File: config.mk
export PLATFORM = sky130hd
export DESIGN_NAME = fp_sign_merge_unit
export DESIGN_NICKNAME = d
export VERILOG_FILES = /design/src/rtl/fpsm_pkg.sv /design/src/rtl/fpsm_decode.sv /design/src/rtl/fpsm_datapath.sv /design/src/rtl/fpsm_seq.sv /design/src/rtl/fp_sign_merge_unit.sv
export SDC_FILE = /design/constraint.sdc
export NUM_CORES = 1
export LEC_CHECK = 0
export CORE_UTILIZATION = 39
export DETAILED_ROUTE_END_ITERATION = 7
export DONT_BUFFER_PORTS = 1
export PLACE_DENSITY = 0.57
export SKIP_CTS_REPAIR_TIMING = 1
export SLEW_MARGIN = 10
export SYNTH_ARGS = -nofsm -noshare
export SYNTH_HDL_FRONTEND = slang
export SYNTH_SLANG_ARGS = --single-unit
File: constraint.sdc
create_clock -name clk -period 1.4 [get_ports clk]
set_input_delay 0.07 -clock clk [delete_from_list [all_inputs] [get_ports clk]]
set_output_delay 0.07 -clock clk [all_outputs]
set_load 0.02 [all_outputs]
File: src/rtl/fpsm_pkg.sv
package fpsm_pkg;

    typedef enum logic [2:0] {
        OP_MOVE    = 3'd0,
        OP_ABS     = 3'd1,
        OP_NABS    = 3'd2,
        OP_NEG     = 3'd3,
        OP_CPSGN   = 3'd4,
        OP_MRG_HI  = 3'd5,
        OP_MRG_LO  = 3'd6,
        OP_RSVD    = 3'd7
    } fpsm_op_e;

    typedef enum logic [2:0] {
        SGN_KEEP,
        SGN_CLR,
        SGN_SET,
        SGN_FLIP,
        SGN_FROM_A
    } sign_act_e;

    typedef enum logic [1:0] {
        SRC_SIGNED,
        SRC_HI_PAIR,
        SRC_LO_PAIR
    } src_sel_e;

    typedef struct packed {
        logic      legal;
        logic      rec_ok;
        src_sel_e  src;
        sign_act_e sact;
    } fpsm_ctl_t;

    typedef enum logic [1:0] {
        ST_IDLE,
        ST_WRITE,
        ST_TRAP
    } fpsm_state_e;

endpackage

File: src/rtl/fpsm_decode.sv
module fpsm_decode
    import fpsm_pkg::*;
(
    input  logic [2:0] op_sel,
    output fpsm_ctl_t  ctl
);
    always_comb begin
        ctl.legal  = 1'b1;
        ctl.rec_ok = 1'b1;
        ctl.src    = SRC_SIGNED;
        ctl.sact   = SGN_KEEP;
        unique case (fpsm_op_e'(op_sel))
            OP_MOVE:   ctl.sact = SGN_KEEP;
            OP_ABS:    ctl.sact = SGN_CLR;
            OP_NABS:   ctl.sact = SGN_SET;
            OP_NEG:    ctl.sact = SGN_FLIP;
            OP_CPSGN:  ctl.sact = SGN_FROM_A;
            OP_MRG_HI: begin
                ctl.src    = SRC_HI_PAIR;
                ctl.rec_ok = 1'b0;
            end
            OP_MRG_LO: begin
                ctl.src    = SRC_LO_PAIR;
                ctl.rec_ok = 1'b0;
            end
            OP_RSVD: begin
                ctl.legal  = 1'b0;
                ctl.rec_ok = 1'b0;
            end
        endcase
    end
endmodule

File: src/rtl/fpsm_datapath.sv
module fpsm_datapath
    import fpsm_pkg::*;
#(
    parameter int DATA_W = 64
) (
    input  src_sel_e            src,
    input  sign_act_e           sact,
    input  logic [DATA_W-1:0]   opnd_a,
    input  logic [DATA_W-1:0]   opnd_b,
    output logic [DATA_W-1:0]   result
);
    localparam int HALF_W = DATA_W / 2;
    localparam int SGN    = DATA_W - 1;

    logic              new_sign;
    logic [DATA_W-1:0] signed_val;
    logic [DATA_W-1:0] hi_pair;
    logic [DATA_W-1:0] lo_pair;

    always_comb begin
        new_sign = opnd_b[SGN];
        unique case (sact)
            SGN_KEEP:   new_sign = opnd_b[SGN];
            SGN_CLR:    new_sign = 1'b0;
            SGN_SET:    new_sign = 1'b1;
            SGN_FLIP:   new_sign = ~opnd_b[SGN];
            SGN_FROM_A: new_sign = opnd_a[SGN];
            default:    new_sign = opnd_b[SGN];
        endcase
    end

    assign signed_val = {new_sign, opnd_b[SGN-1:0]};

    // Word pairing: one generate loop builds both merge variants.
    for (genvar w = 0; w < 2; w++) begin : g_pair
        localparam int LO_BIT = w * HALF_W;
        localparam int HI_BIT = LO_BIT + HALF_W - 1;
        if (w == 0) begin : g_lo
            assign lo_pair[DATA_W-1:HALF_W] = opnd_a[HI_BIT:LO_BIT];
            assign lo_pair[HALF_W-1:0]      = opnd_b[HI_BIT:LO_BIT];
        end else begin : g_hi
            assign hi_pair[DATA_W-1:HALF_W] = opnd_a[HI_BIT:LO_BIT];
            assign hi_pair[HALF_W-1:0]      = opnd_b[HI_BIT:LO_BIT];
        end
    end

    always_comb begin
        unique case (src)
            SRC_HI_PAIR: result = hi_pair;
            SRC_LO_PAIR: result = lo_pair;
            default:     result = signed_val;
        endcase
    end
endmodule

File: src/rtl/fpsm_seq.sv
module fpsm_seq
    import fpsm_pkg::*;
#(
    parameter int DATA_W = 64,
    parameter int STAT_W = 4
) (
    input  logic              clk,
    input  logic              rst_n,
    input  logic              in_valid,
    input  logic              unit_en,
    input  logic              legal,
    input  logic              rec_ok,
    input  logic              rec_flag,
    input  logic [STAT_W-1:0] status_top,
    input  logic [DATA_W-1:0] next_res,
    output logic [DATA_W-1:0] res_data,
    output logic              res_we,
    output logic              cf1_we,
    output logic [STAT_W-1:0] cf1_val,
    output logic              unavail_exc
);
    fpsm_state_e       state_q, state_d;
    logic              cf_pend_q;
    logic [DATA_W-1:0] res_q;
    logic [STAT_W-1:0] cf_q;
    logic              take_cf;

    // Transitions GO_TRAP, GO_WRITE, GO_IDLE; the exception wins over the write.
    always_comb begin
        state_d = ST_IDLE;
        if (in_valid && !unit_en)
            state_d = ST_TRAP;
        else if (in_valid && legal)
            state_d = ST_WRITE;
    end

    assign take_cf = (state_d == ST_WRITE) && rec_ok && rec_flag;

    // State register.
    always_ff @(posedge clk or negedge rst_n) begin
        if (!rst_n) state_q <= ST_IDLE;
        else        state_q <= state_d;
    end

    // Payload registers, loaded only on the write path.
    always_ff @(posedge clk or negedge rst_n) begin
        if (!rst_n) begin
            res_q     <= '0;
            cf_q      <= '0;
            cf_pend_q <= 1'b0;
        end else begin
            cf_pend_q <= take_cf;
            if (state_d == ST_WRITE) res_q <= next_res;
            if (take_cf)             cf_q  <= status_top;
        end
    end

    // Outputs decoded from the state.
    always_comb begin
        res_we      = 1'b0;
        cf1_we      = 1'b0;
        unavail_exc = 1'b0;
        unique case (state_q)
            ST_IDLE:  ;
            ST_WRITE: begin
                res_we = 1'b1;
                cf1_we = cf_pend_q;
            end
            ST_TRAP:  unavail_exc = 1'b1;
            default:  ;
        endcase
    end

    assign res_data = res_q;
    assign cf1_val  = cf_q;
endmodule

File: src/rtl/fp_sign_merge_unit.sv
module fp_sign_merge_unit
    import fpsm_pkg::*;
#(
    parameter int DATA_W = 64,
    parameter int STAT_W = 4
) (
    input  logic              clk,
    input  logic              rst_n,
    input  logic              in_valid,
    input  logic [2:0]        op_sel,
    input  logic              rec_flag,
    input  logic              unit_en,
    input  logic [STAT_W-1:0] status_top,
    input  logic [DATA_W-1:0] opnd_a,
    input  logic [DATA_W-1:0] opnd_b,
    output logic [DATA_W-1:0] res_data,
    output logic              res_we,
    output logic              cf1_we,
    output logic [STAT_W-1:0] cf1_val,
    output logic              unavail_exc
);
    fpsm_ctl_t         ctl;
    logic [DATA_W-1:0] next_res;

    fpsm_decode u_dec (
        .op_sel (op_sel),
        .ctl    (ctl)
    );

    fpsm_datapath #(.DATA_W(DATA_W)) u_dp (
        .src    (ctl.src),
        .sact   (ctl.sact),
        .opnd_a (opnd_a),
        .opnd_b (opnd_b),
        .result (next_res)
    );

    fpsm_seq #(.DATA_W(DATA_W), .STAT_W(STAT_W)) u_seq (
        .clk         (clk),
        .rst_n       (rst_n),
        .in_valid    (in_valid),
        .unit_en     (unit_en),
        .legal       (ctl.legal),
        .rec_ok      (ctl.rec_ok),
        .rec_flag    (rec_flag),
        .status_top  (status_top),
        .next_res    (next_res),
        .res_data    (res_data),
        .res_we      (res_we),
        .cf1_we      (cf1_we),
        .cf1_val     (cf1_val),
        .unavail_exc (unavail_exc)
    );
endmodule

* Word-level counts from Yosys, hierarchy flattened
Cells that the tools add are included.
** Word-level totals
- Logic and storage cells :: 38
- Output and inout bits :: 71
- Register bits after elaboration :: 71
- Input bits :: 140
** Operators by class
- Bitwise logic cells :: 1
- Muxes and demuxes :: 11
- Equal/unequal tests :: 16
- Reduce and logical (&&, ||, !) cells :: 6
** Operators with widths (number)
- 64-bit case mux with 2 select lines :: 1
- 3-bit == test, second input constant :: 5
- 3-bit by 2-bit == test with 1-bit output, second input constant :: 4
- 3-bit case mux with 4 select lines :: 1
- 2-bit by 1-bit == test with 1-bit output, second input constant :: 3
- 3-bit by 1-bit == test with 1-bit output, second input constant :: 2
- 1-bit 2-to-1 mux :: 6
- 2-bit == test, second input constant :: 2
- 1-bit logical AND :: 4
- 1-bit case mux with 4 select lines :: 1
- 2-bit case mux with 2 select lines :: 1
- 3-bit OR reduction :: 1
- 2-bit 2-to-1 mux :: 1
- 1-bit zero test :: 1
- 1-bit NOT :: 1

* Logic depth before layout (Yosys ltp)
Gate-level depths: netlist of the first run.
- Depth in word-level cells :: 8
- Depth in mapped cells :: 10
- Gate-level depth less buffers :: 8

* Cells and area by module
From an unflattened synthesis of the first run, not the netlist that was laid out.
** Unflattened totals
- Cell total of the unflattened synthesis :: 457
- Area, all modules :: 3766.1 sq um
** Modules (own cells, without submodules)
- fpsm_seq :: area each 2700.1 sq um, cells an instance 289, instances 1, seq. area each 1776.7 sq um
- fpsm_datapath :: area each 1013.5 sq um, cells an instance 161, instances 1, seq. area each 0.0 sq um
- fpsm_decode :: area each 52.6 sq um, cells an instance 7, instances 1, seq. area each 0.0 sq um

* Least setup slack after synthesis of the first run
No wires, ideal clock.
- Kind :: input to register
- Start point :: input port op_sel[2]
- End point :: register u_seq.res_q[10], in the netlist u_seq.res_data[10]
- Buffers on the path :: 3
- Slack :: -0.305 ns
- Data arrival time :: 1.579 ns
- Data required time :: 1.274 ns
- Setup time :: 0.126 ns
- Stages :: 9
- Cell sequence :: nand2_1 or2_2 ha_1 buf_2 and2_1 clkbuf_1 buf_2 a221oi_1 nor2_1
** On the way
- Word-level cells in the longest chain between the ends :: 6
- Elaborated cells on any way between the ends :: 12
- Classes of those cells :: eq/ne: 6; mux: 5; reduce/logical: 1
** Ends and longest elaborated chain
- start, declared :: RTL line fp_sign_merge_unit.sv:10 : input logic [2:0] op_sel,
- 3-bit == test :: RTL line fpsm_decode.sv:12 : unique case (fpsm_op_e'(op_sel))
- 1-bit 2-to-1 mux :: RTL line fpsm_decode.sv:12
- 1-bit logical AND :: RTL line fpsm_seq.sv:33 : else if (in_valid && legal)
- 1-bit 2-to-1 mux :: RTL line fpsm_seq.sv:33
- 2-bit 2-to-1 mux :: RTL line fpsm_seq.sv:31 : if (in_valid && !unit_en)
- 2-bit by 1-bit == test with 1-bit output :: RTL line fpsm_seq.sv:53 : if (state_d == ST_WRITE) res_q <= next_res;
- end signal, assigned :: RTL line fpsm_seq.sv:53
- end, declared :: RTL line fpsm_seq.sv:24 : logic [DATA_W-1:0] res_q;
Parallel ways exist; a longest one is shown, timed or not.
A chain may end at the register's enable or synchronous reset.

* Worst setup path after layout of the first run
- Start point :: input port op_sel[0]
- End point :: register u_seq.res_q[22], in the netlist u_seq.res_data[22]
The elaborated chain is that of the path after synthesis.

==> flow_metrics.env, run 1 <==
export IMPL_outcome="finished with violations"
export IMPL_setup_viol=0
export IMPL_ant_nets=0
export IMPL_num_io_pins=211
export IMPL_end_kind="flop"
export IMPL_routed_wl_met3_um=826
export IMPL_worstSetupPathType="in2reg"
export IMPL_post_route_period_util_pct=83.76
export IMPL_r2r_end="u_seq.cf1_val[2]"
export IMPL_h_tree_depth=3
export IMPL_finalHoldViolations=78
export IMPL_wirelength_mm=10.58
export IMPL_power_density_nw_per_um2=1151
export IMPL_cp_start_kind="input port"
export IMPL_place_ws_ns=-0.09215
export IMPL_fill_cells=790
export IMPL_worst_pin_slew_ns=0.4152
export IMPL_cts_root_buf="clkbuf_8"
export IMPL_drv_cap=0
export IMPL_total_leakage_power_nw=1.964
export IMPL_fp_dieW_um=96.53
export IMPL_wl_met2_mm=5.383
export IMPL_slew_headroom_pct=72.26
export IMPL_whs_ns=-0.5736
export IMPL_first_pass_iters=4
export IMPL_cp_startpoint="op_sel[0]"
export IMPL_hp_class="in2async"
export IMPL_synth_fp_nets=533
export IMPL_critPathRequiredTime_ns=1.61
export IMPL_finalCriticalPeriod_ns=1.173
export IMPL_synthTopCellsByCount="dfrtp_1, nand2_1, nor2_1"
export IMPL_r2r_start="u_seq.cf1_val[2]"
export IMPL_port_buffers=0
export IMPL_skew_ns=0
export IMPL_vias=3160
export IMPL_reg2reg_depth=1
export IMPL_drive_gt1_share_pct=15.60
export IMPL_grt_pass1_vias=2781
export IMPL_drc=0
export IMPL_coreArea_sq_um=8678
export IMPL_top_layer="met4"
export IMPL_grt_pass1_wl_mm=14.22
export IMPL_setup_ws_ns=0.2273
export IMPL_hpwl_mm=6.953
export IMPL_slew_violations=0
export IMPL_cts_tree="built"
export IMPL_grt_use_total_pct=20.47
export IMPL_ys_warn_count=0
export IMPL_insertion_delay_ns=0.32
export IMPL_diodes=0
export IMPL_ys_dominant_reg_cell="dfrtp_1"
export IMPL_grt_overflow=0
export IMPL_synth_area_per_cell_sq_um=8.935
export IMPL_viasPerCell=5.613
export IMPL_dieHeight_um=96.53
export IMPL_clockBufferDepth=2
export IMPL_fmax_ghz=0.8527
export IMPL_synth_cell_types=26
export IMPL_cts_sinks=71
export IMPL_synth_seq_cells=71
export IMPL_crit_fanout=17
export IMPL_dp_cells=479
export IMPL_synth_edf_count=0
export IMPL_clk_pin_slew_ns=0.08
export IMPL_start_util_pct=40.15
export IMPL_async_reset_ff_share_pct=100.0
export IMPL_netlist_area_leader_share_pct=50.99
export IMPL_gp_congestion=0.7260
export IMPL_rsz0062_at_grt="false"
export IMPL_ir_drop_mv=0.5878
export IMPL_syn_to_final_growth_pct=36.80
export IMPL_yosys_top_cells_area="dfrtp_1, o21ai_0, a221oi_1, nand2_1, a22oi_1"
export IMPL_wire_per_inst_um=18.79
export IMPL_rrSetupSlack_ns=0.54
export IMPL_crit_arrival_ns=1.38
export IMPL_synth_top_area_cell="dfrtp_1"
export IMPL_wl_met1_mm=4.224
export IMPL_die_area_sq_um=9317
export IMPL_antenna_found_initial=0
export IMPL_drt_first_iter_violations=90
export IMPL_yosysMostFrequentCell="dfrtp_1"
export IMPL_ys_seq_area_share_pct=50.99
export IMPL_grt_max_degree=72
export IMPL_synthCells=390
export IMPL_violations="hold timing"
export IMPL_fin_cells=563
export IMPL_fp_row_count=34
export IMPL_fin_nets=596
export IMPL_cts_made_buffers=9
export IMPL_netlist_area_sq_um=3485
## flip-flops by register name, indices dropped and copies added, names as in the netlist
signal	count
u_seq.res_data	64
u_seq.cf_pend_q	1
u_seq.cf1_val	4
u_seq.state_q	2
## per-layer routing
metal	global-route usage, %	vias to the layer above
met4	6.863	0
li1	-	1508
met2	36.44	155
met3	6.651	14
met5	0	-
met1	22.93	1483
## worst max-delay path, cell delays in order
cell	delay (ns)
nand3b_1	0.24
ha_4	0.32
and2_2	0.24
buf_12	0.18
a221oi_2	0.27
nor2_1	0.06
## stage by stage
| step | TNS [ns] | power [W] | cell area, sq um | util (%) |
|---|---|---|---|---|
| 6_report | 0 | 0.005487 | 4767 | 54.93 |
| 5_1_grt | 0 | 0.005810 | 4767 | 54.93 |
| 4_1_cts | 0 | 0.005356 | 4056 | 46.74 |
| 3_5_place_dp | -2.387 | 0.003867 | 3886 | 44.78 |
| 3_3_place_gp | -1.257 | 0.003840 | 3886 | 44.78 |
| 2_1_floorplan | -3.090 | 0.003645 | 3775 | - |
## where the power goes
part	switching (W)	leakage (nW)	total, W	internal, W
registers	0.000699	0.843	0.00309	0.00239
logic	0.000465	1.03	0.000928	0.000463
clock network	0.000709	0.0902	0.00147	0.000758
## cells in the final DEF (no fill, tap or decap), types with 4 or more instances in the layout
master         count
dfrtp_1           71
nor2_1            64
a22oi_1           32
a221oi_2          30
mux2_4             4
buf_4             11
buf_12             6
dlygate4sd3_1     71
clkbuf_8          12
nand2_1           66
o21ai_0           62
## layout make-up
type	count	area [sq um]	share of cell area, %
flip-flops and latches	71	1777	37.27
multi-input cells	279	1757	36.85
repair buffers	88	913.4	19.16
clock buffers	12	165.2	3.465
well taps	108	135.1	2.835
inverters	4	15.01	0.3150
clock inverters	1	5.005	0.1050
## worst max path at each step
| stage | endpoint | slack, ns |
|---|---|---|
| global placement | u_seq.res_data[22] | -0.08 |
| detailed placement | u_seq.res_data[22] | -0.09 |
| floorplan | u_seq.res_data[10] | -0.10 |
| finish | u_seq.res_data[22] | 0.23 |
| CTS | cf1_we | 0.21 |
| global route | u_seq.res_data[55] | 0.10 |
## cells by family after synthesis
logic type | Yosys count | share of synthesized area, %
simple gates | 142 | 16.48
compound gates | 128 | 24.31
flops | 71 | 50.99
buf+inv | 40 | 4.883
mux | 5 | 2.011
fa+ha+maj | 3 | 1.077
xor+xnor | 1 | 0.2514
Power figures use the tool's default switching activity.
==> run 2, diff against run 1 <==
--- a/config.mk
+++ b/config.mk
@@ -5,10 +5,11 @@
 export SDC_FILE = /design/constraint.sdc
 export NUM_CORES = 1
 export LEC_CHECK = 0
+export ABC_AREA = 1
 export CORE_UTILIZATION = 39
 export DETAILED_ROUTE_END_ITERATION = 7
 export DONT_BUFFER_PORTS = 1
-export PLACE_DENSITY = 0.57
+export PLACE_DENSITY = 0.59
 export SKIP_CTS_REPAIR_TIMING = 1
 export SLEW_MARGIN = 10
 export SYNTH_ARGS = -nofsm -noshare
==> constraint.sdc (replaced) <==
create_clock -name clk -period 1 [get_ports clk]
set_input_delay 0.05 -clock clk [delete_from_list [all_inputs] [get_ports clk]]
set_output_delay 0.05 -clock clk [all_outputs]
set_load 0.02 [all_outputs]
==> flow_metrics.env, run 2 <==
export IMPL_diodes=0
export IMPL_finalHoldViolations=83
export IMPL_r2r_end="u_seq.res_data[27]"
export IMPL_netlist_area_sq_um=3791
export IMPL_cts_sinks=71
export IMPL_ant_nets=0
export IMPL_comb_power_share_pct=21.8
export IMPL_synth_fa_ha_area_share_pct=0.9901
export IMPL_layout_common_cells="nand2_1, dlygate4sd3_1, dfrtp_1"
export IMPL_clk_pin_slew_ns=0.09
export IMPL_netlist_area_leader_share_pct=46.86
export IMPL_drive_gt1_share_pct=17.87
export IMPL_pwr_share_clk_pct=32.1
export IMPL_grt_max_degree=72
export IMPL_num_io_pins=211
export IMPL_synth_top_area_cell="dfrtp_1"
export IMPL_dieHeight_um=100.6
export IMPL_crit_fanout=12
export IMPL_p_int_w=0.005970
export IMPL_worst_pin_slew_ns=0.2882
export IMPL_clockBufferDepth=2
export IMPL_fin_cells=795
export IMPL_drt_first_iter_violations=182
export IMPL_fin_nets=804
export IMPL_grt_use_total_pct=22.48
export IMPL_port_buffers=0
export IMPL_violations="hold timing, setup timing"
export IMPL_fp_row_count=35
export IMPL_cp_start_kind="input port"
export IMPL_critPathRequiredTime_ns=1.23
export IMPL_gp_congestion=0.8283
export IMPL_hp_class="in2async"
export IMPL_slew_violations=0
export IMPL_largest_reg_flops=64
export IMPL_synthTopCellsByCount="nand2_1, dfrtp_1, o21ai_0"
export IMPL_worstSetupPathType="in2reg"
export IMPL_dp_cells=663
export IMPL_insertion_delay_ns=0.34
export IMPL_synthSimpleGateAreaFrac_pct=30.86
export IMPL_synth_edf_count=0
export IMPL_synth_seq_cells=71
export IMPL_hpwl_mm=8.411
export IMPL_p_switching_w=0.002842
export IMPL_grt_pass1_vias=3425
export IMPL_drc=0
export IMPL_outcome="finished with violations"
export IMPL_skew_ns=0
export IMPL_final_common_cell="nand2_1"
export IMPL_sequentialPowerShare_pct=46.1
export IMPL_fill_cells=765
export IMPL_yosysMostFrequentCell="nand2_1"
export IMPL_end_kind="flop"
export IMPL_reg2reg_depth=1
export IMPL_whs_ns=-0.6185
export IMPL_finalCriticalPeriod_ns=1.237
export IMPL_ys_warn_count=0
export IMPL_fp_dieW_um=100.6
export IMPL_first_pass_iters=6
export IMPL_r2r_start="u_seq.res_data[27]"
export IMPL_post_route_period_util_pct=123.7
export IMPL_vias=4182
export IMPL_synth_mux_area_share_pct=0
export IMPL_grt_overflow=0
export IMPL_die_area_sq_um=10120
export IMPL_synthCells=523
export IMPL_synth_fp_nets=666
export IMPL_synth_area_per_cell_sq_um=7.249
export IMPL_synth_compound_area_share_pct=13.40
export IMPL_yosys_top_cells_area="dfrtp_1, nand2_1, o21ai_0, o211ai_1, nand3_1"
export IMPL_setup_tns_ns=-9.673
export IMPL_power_density_nw_per_um2=1495
export IMPL_wirelength_mm=14.10
export IMPL_coreArea_sq_um=9328
export IMPL_cts_root_buf="clkbuf_8"
export IMPL_ir_drop_mv=0.7497
export IMPL_antenna_found_initial=0
export IMPL_wire_per_inst_um=17.73
export IMPL_async_reset_ff_share_pct=100.0
export IMPL_setup_viol=67
export IMPL_synth_cell_types=20
export IMPL_slew_headroom_pct=80.79
export IMPL_rrSetupSlack_ns=0.21
export IMPL_start_util_pct=40.64
export IMPL_h_tree_depth=3
export IMPL_synth_top_family_by_area="simple AND/OR/NAND/NOR gates"
export IMPL_grt_pass1_wl_mm=17.41
export IMPL_viasPerCell=5.260
export IMPL_fmax_ghz=0.8081
export IMPL_syn_to_final_growth_pct=55.45
export IMPL_switching_share_pct=32.25
export IMPL_total_leakage_power_nw=2.802
export IMPL_setup_ws_ns=-0.2374
export IMPL_crit_arrival_ns=1.47
export IMPL_drv_cap=0
export IMPL_cts_tree="built"
export IMPL_cts_made_buffers=9
export IMPL_synth_xor_area_share_pct=0
export IMPL_ys_seq_area_share_pct=46.86
export IMPL_rsz0062_at_grt="true"
export IMPL_ys_dominant_reg_cell="dfrtp_1"
-- run 2: changes by cell type in the layout (fill, tap and decap cells not counted), moves of 30 or more --
cell / delta
a221oi_2: -30
a22oi_1: -32
dlygate4sd3_1: +39
nand2_1: +174
nor2_1: -62
o21ai_0: -57
o21ai_1: +40
-- run 2: power by group through the flow --
stage / sequential, W / clock [W] / combinational, W
after floorplan: 0.00415 / 0 / 0.000833
after global placement: 0.00408 / 0 / 0.00139
after detailed placement: 0.00409 / 0 / 0.00143
after CTS: 0.00404 / 0.00290 / 0.00143
after global routing: 0.00410 / 0.00302 / 0.00210
final: 0.00406 / 0.00283 / 0.00192
-- run 2: final cells by class --
cell class                      count  area, sq um  area share, %
Clock buffer                       10        137.6          2.335
Timing Repair Buffer              158         1638          27.79
Multi-Input combinational cell    388         1914          32.48
Clock inverter                      6        107.6          1.826
Sequential cell                    71         1777          30.15
Inverter                           33        157.7          2.675
Tap cell                          129        161.4          2.739
-- run 2: logic make-up after synthesis --
family                   count (synthesis)
AND/OR/NAND/NOR                        299
AO/OA/AOI/OAI                           86
flip-flops                              71
adder cells (fa/ha/maj)                  3
buffers and inverters                   64
-- run 2: stage by stage --
step                hold slack (ns)  setup slack (ns)  area [sq um]  utilization [%]  total power [W]
finish                      -0.6185           -0.2374          5893            63.18         0.008812
global route                -0.6406           -0.2915          5893            63.18         0.009219
CTS                         -0.6349           -0.1524          4497            48.21         0.008378
detailed placement          -0.2442           -0.4693          4252            45.58         0.005515
global placement            -0.2441           -0.4451          4252            45.58         0.005479
floorplan                   -0.2456           -0.2557          3929                -         0.004987
-- run 2: worst max-delay path by stage --
stage,start,endpoint,slack (ns),cells after the start
2_1_floorplan,op_sel[2],u_seq.res_data[22],-0.26,9
3_3_place_gp,op_sel[2],u_seq.res_data[36],-0.45,11
3_5_place_dp,op_sel[2],u_seq.res_data[36],-0.47,11
4_1_cts,u_seq.state_q[0],unavail_exc,-0.15,1
5_1_grt,op_sel[2],u_seq.res_data[2],-0.29,9
6_report,op_sel[2],u_seq.res_data[43],-0.24,11
-- run 2: critical path: stages --
cell and delay (ns):
clkinvlp_4 0.12, nor3_4 0.17, inv_1 0.11, ha_4 0.30, nand2_4 0.12, clkinv_8 0.09
clkbuf_16 0.18, nand2_1 0.09, nand3_1 0.10, nand2_1 0.07, nand2_1 0.04
-- run 2: routing by layer --
metal | vias to the layer above | routed length (um) | track usage (%)
met5 | - | 0 | 0
met4 | 0 | 290 | 7.135
met3 | 33 | 1207 | 6.449
met2 | 250 | 6797 | 38.36
met1 | 1957 | 5803 | 27.40
li1 | 1942 | - | -
==> run 3, diff against run 2 <==
--- a/config.mk
+++ b/config.mk
@@ -9,7 +9,7 @@
 export CORE_UTILIZATION = 39
 export DETAILED_ROUTE_END_ITERATION = 7
 export DONT_BUFFER_PORTS = 1
-export PLACE_DENSITY = 0.59
+export PLACE_DENSITY = 0.52
 export SKIP_CTS_REPAIR_TIMING = 1
 export SLEW_MARGIN = 10
 export SYNTH_ARGS = -nofsm -noshare
==> flow_metrics.env, run 3 (synthesized netlist as in run 2, its figures left out) <==
export IMPL_diodes=0
export IMPL_violations="hold timing, setup timing"
export IMPL_largest_reg_flops=64
export IMPL_grt_use_total_pct=22.59
export IMPL_die_area_sq_um=10120
export IMPL_rrSetupSlack_ns=0.22
export IMPL_pwr_share_clk_pct=27.2
export IMPL_vias=4064
export IMPL_cts_made_buffers=9
export IMPL_setup_ws_ns=-0.1999
export IMPL_insertion_delay_ns=0.33
export IMPL_ir_drop_mv=0.7335
export IMPL_fin_nets=805
export IMPL_drc=0
export IMPL_r2r_start="u_seq.res_data[22]"
export IMPL_p_switching_w=0.002724
export IMPL_setup_tns_ns=-7.029
export IMPL_slew_headroom_pct=82.56
export IMPL_num_io_pins=211
export IMPL_drive_gt1_share_pct=20.09
export IMPL_dieHeight_um=100.6
export IMPL_power_w=0.008204
export IMPL_cts_tree="built"
export IMPL_outcome="finished with violations"
export IMPL_power_density_nw_per_um2=1385
export IMPL_start_util_pct=40.64
export IMPL_drv_cap=0
export IMPL_sequentialPowerShare_pct=49.0
export IMPL_finalCriticalPeriod_ns=1.200
export IMPL_critPathRequiredTime_ns=1.23
export IMPL_p_int_w=0.005481
export IMPL_end_kind="flop"
export IMPL_port_buffers=0
export IMPL_cts_sinks=71
export IMPL_r2r_end="u_seq.res_data[22]"
export IMPL_layout_common_cells="nand2_1, dlygate4sd3_1, dfrtp_1"
export IMPL_worstSetupPathType="in2reg"
export IMPL_reg2reg_depth=1
export IMPL_antenna_found_initial=0
export IMPL_place_area_sq_um=4264
export IMPL_gp_congestion=0.8297
export IMPL_coreArea_sq_um=9328
export IMPL_clockBufferDepth=2
export IMPL_clk_pin_slew_ns=0.08
export IMPL_drt_first_iter_violations=168
export IMPL_syn_to_final_growth_pct=56.24
export IMPL_grt_pass1_vias=3304
export IMPL_rsz0062_at_grt="true"
export IMPL_crit_arrival_ns=1.43
export IMPL_finalHoldViolations=82
export IMPL_h_tree_depth=3
export IMPL_worst_pin_slew_ns=0.2617
export IMPL_crit_fanout=12
export IMPL_wire_per_inst_um=17.02
export IMPL_skew_ns=0
export IMPL_comb_power_share_pct=23.7
export IMPL_place_ws_ns=-0.4387
export IMPL_hpwl_mm=8.376
export IMPL_post_route_period_util_pct=120.0
export IMPL_fmax_ghz=0.8334
export IMPL_grt_pass1_wl_mm=17.46
export IMPL_wirelength_mm=13.55
export IMPL_fp_dieW_um=100.6
export IMPL_final_common_cell="nand2_1"
export IMPL_final_util_pct=63.50
export IMPL_cp_start_kind="input port"
export IMPL_hp_class="in2async"
export IMPL_ant_nets=0
export IMPL_first_pass_iters=4
export IMPL_total_leakage_power_nw=2.837
export IMPL_cts_root_buf="clkbuf_8"
export IMPL_fp_row_count=35
export IMPL_switching_share_pct=33.20
export IMPL_grt_overflow=0
export IMPL_slew_violations=0
export IMPL_design_area_sq_um=5923
export IMPL_whs_ns=-0.5978
export IMPL_fill_cells=763
export IMPL_setup_viol=67
export IMPL_viasPerCell=5.106
export IMPL_grt_max_degree=72
run 3: power groups by stage:
stage / Sequential (W) / Clock (W) / Combinational [W]
6_report: 0.00402 / 0.00223 / 0.00195
4_1_cts: 0.00402 / 0.00232 / 0.00146
5_1_grt: 0.00407 / 0.00246 / 0.00213
3_5_place_dp: 0.00406 / 0 / 0.00146
3_3_place_gp: 0.00405 / 0 / 0.00143
2_1_floorplan: 0.00415 / 0 / 0.000833
run 3: metrics by stage:
| step | cells | hold WS (ns) |
|---|---|---|
| after floorplan | 523 | -0.2456 |
| final | 796 | -0.5978 |
| after global placement | 668 | -0.2442 |
| after detailed placement | 668 | -0.2442 |
| after global routing | 796 | -0.6291 |
| after CTS | 684 | -0.6203 |
run 3: layout make-up:
cell class | instances | area [sq um] | area share, %
Multi-Input combinational cell | 388 | 1963 | 33.14
Clock buffer | 12 | 145.1 | 2.450
Clock inverter | 4 | 45.04 | 0.7605
Inverter | 33 | 152.6 | 2.577
Tap cell | 129 | 161.4 | 2.725
Timing Repair Buffer | 159 | 1679 | 28.35
Sequential cell | 71 | 1777 | 30.00
run 3: per-layer routing:
metal	up-vias	GRT usage, %	routed length [um]
li1	1940	-	-
met1	1918	29.78	5532
met2	184	35.77	6747
met3	22	6.935	1039
met4	0	6.577	227
met5	-	0	0
run 3: worst max path at each step:
stage | startpoint | slack, ns | end
2_1_floorplan | op_sel[2] | -0.26 | u_seq.res_data[22]
3_3_place_gp | op_sel[2] | -0.41 | u_seq.res_data[57]
3_5_place_dp | op_sel[2] | -0.44 | u_seq.res_data[57]
4_1_cts | u_seq.state_q[0] | -0.11 | unavail_exc
5_1_grt | op_sel[2] | -0.26 | u_seq.res_data[13]
6_report | op_sel[2] | -0.20 | u_seq.res_data[60]
run 3: critical path, cell delays in order:
cell and delay (ns):
clkinvlp_4 0.11, nor3_4 0.22, inv_2 0.08, ha_4 0.33
inv_6 0.06, buf_12 0.14, buf_6 0.13, nand2_1 0.09
nand3_1 0.10, nand2_1 0.07, nand2_1 0.04
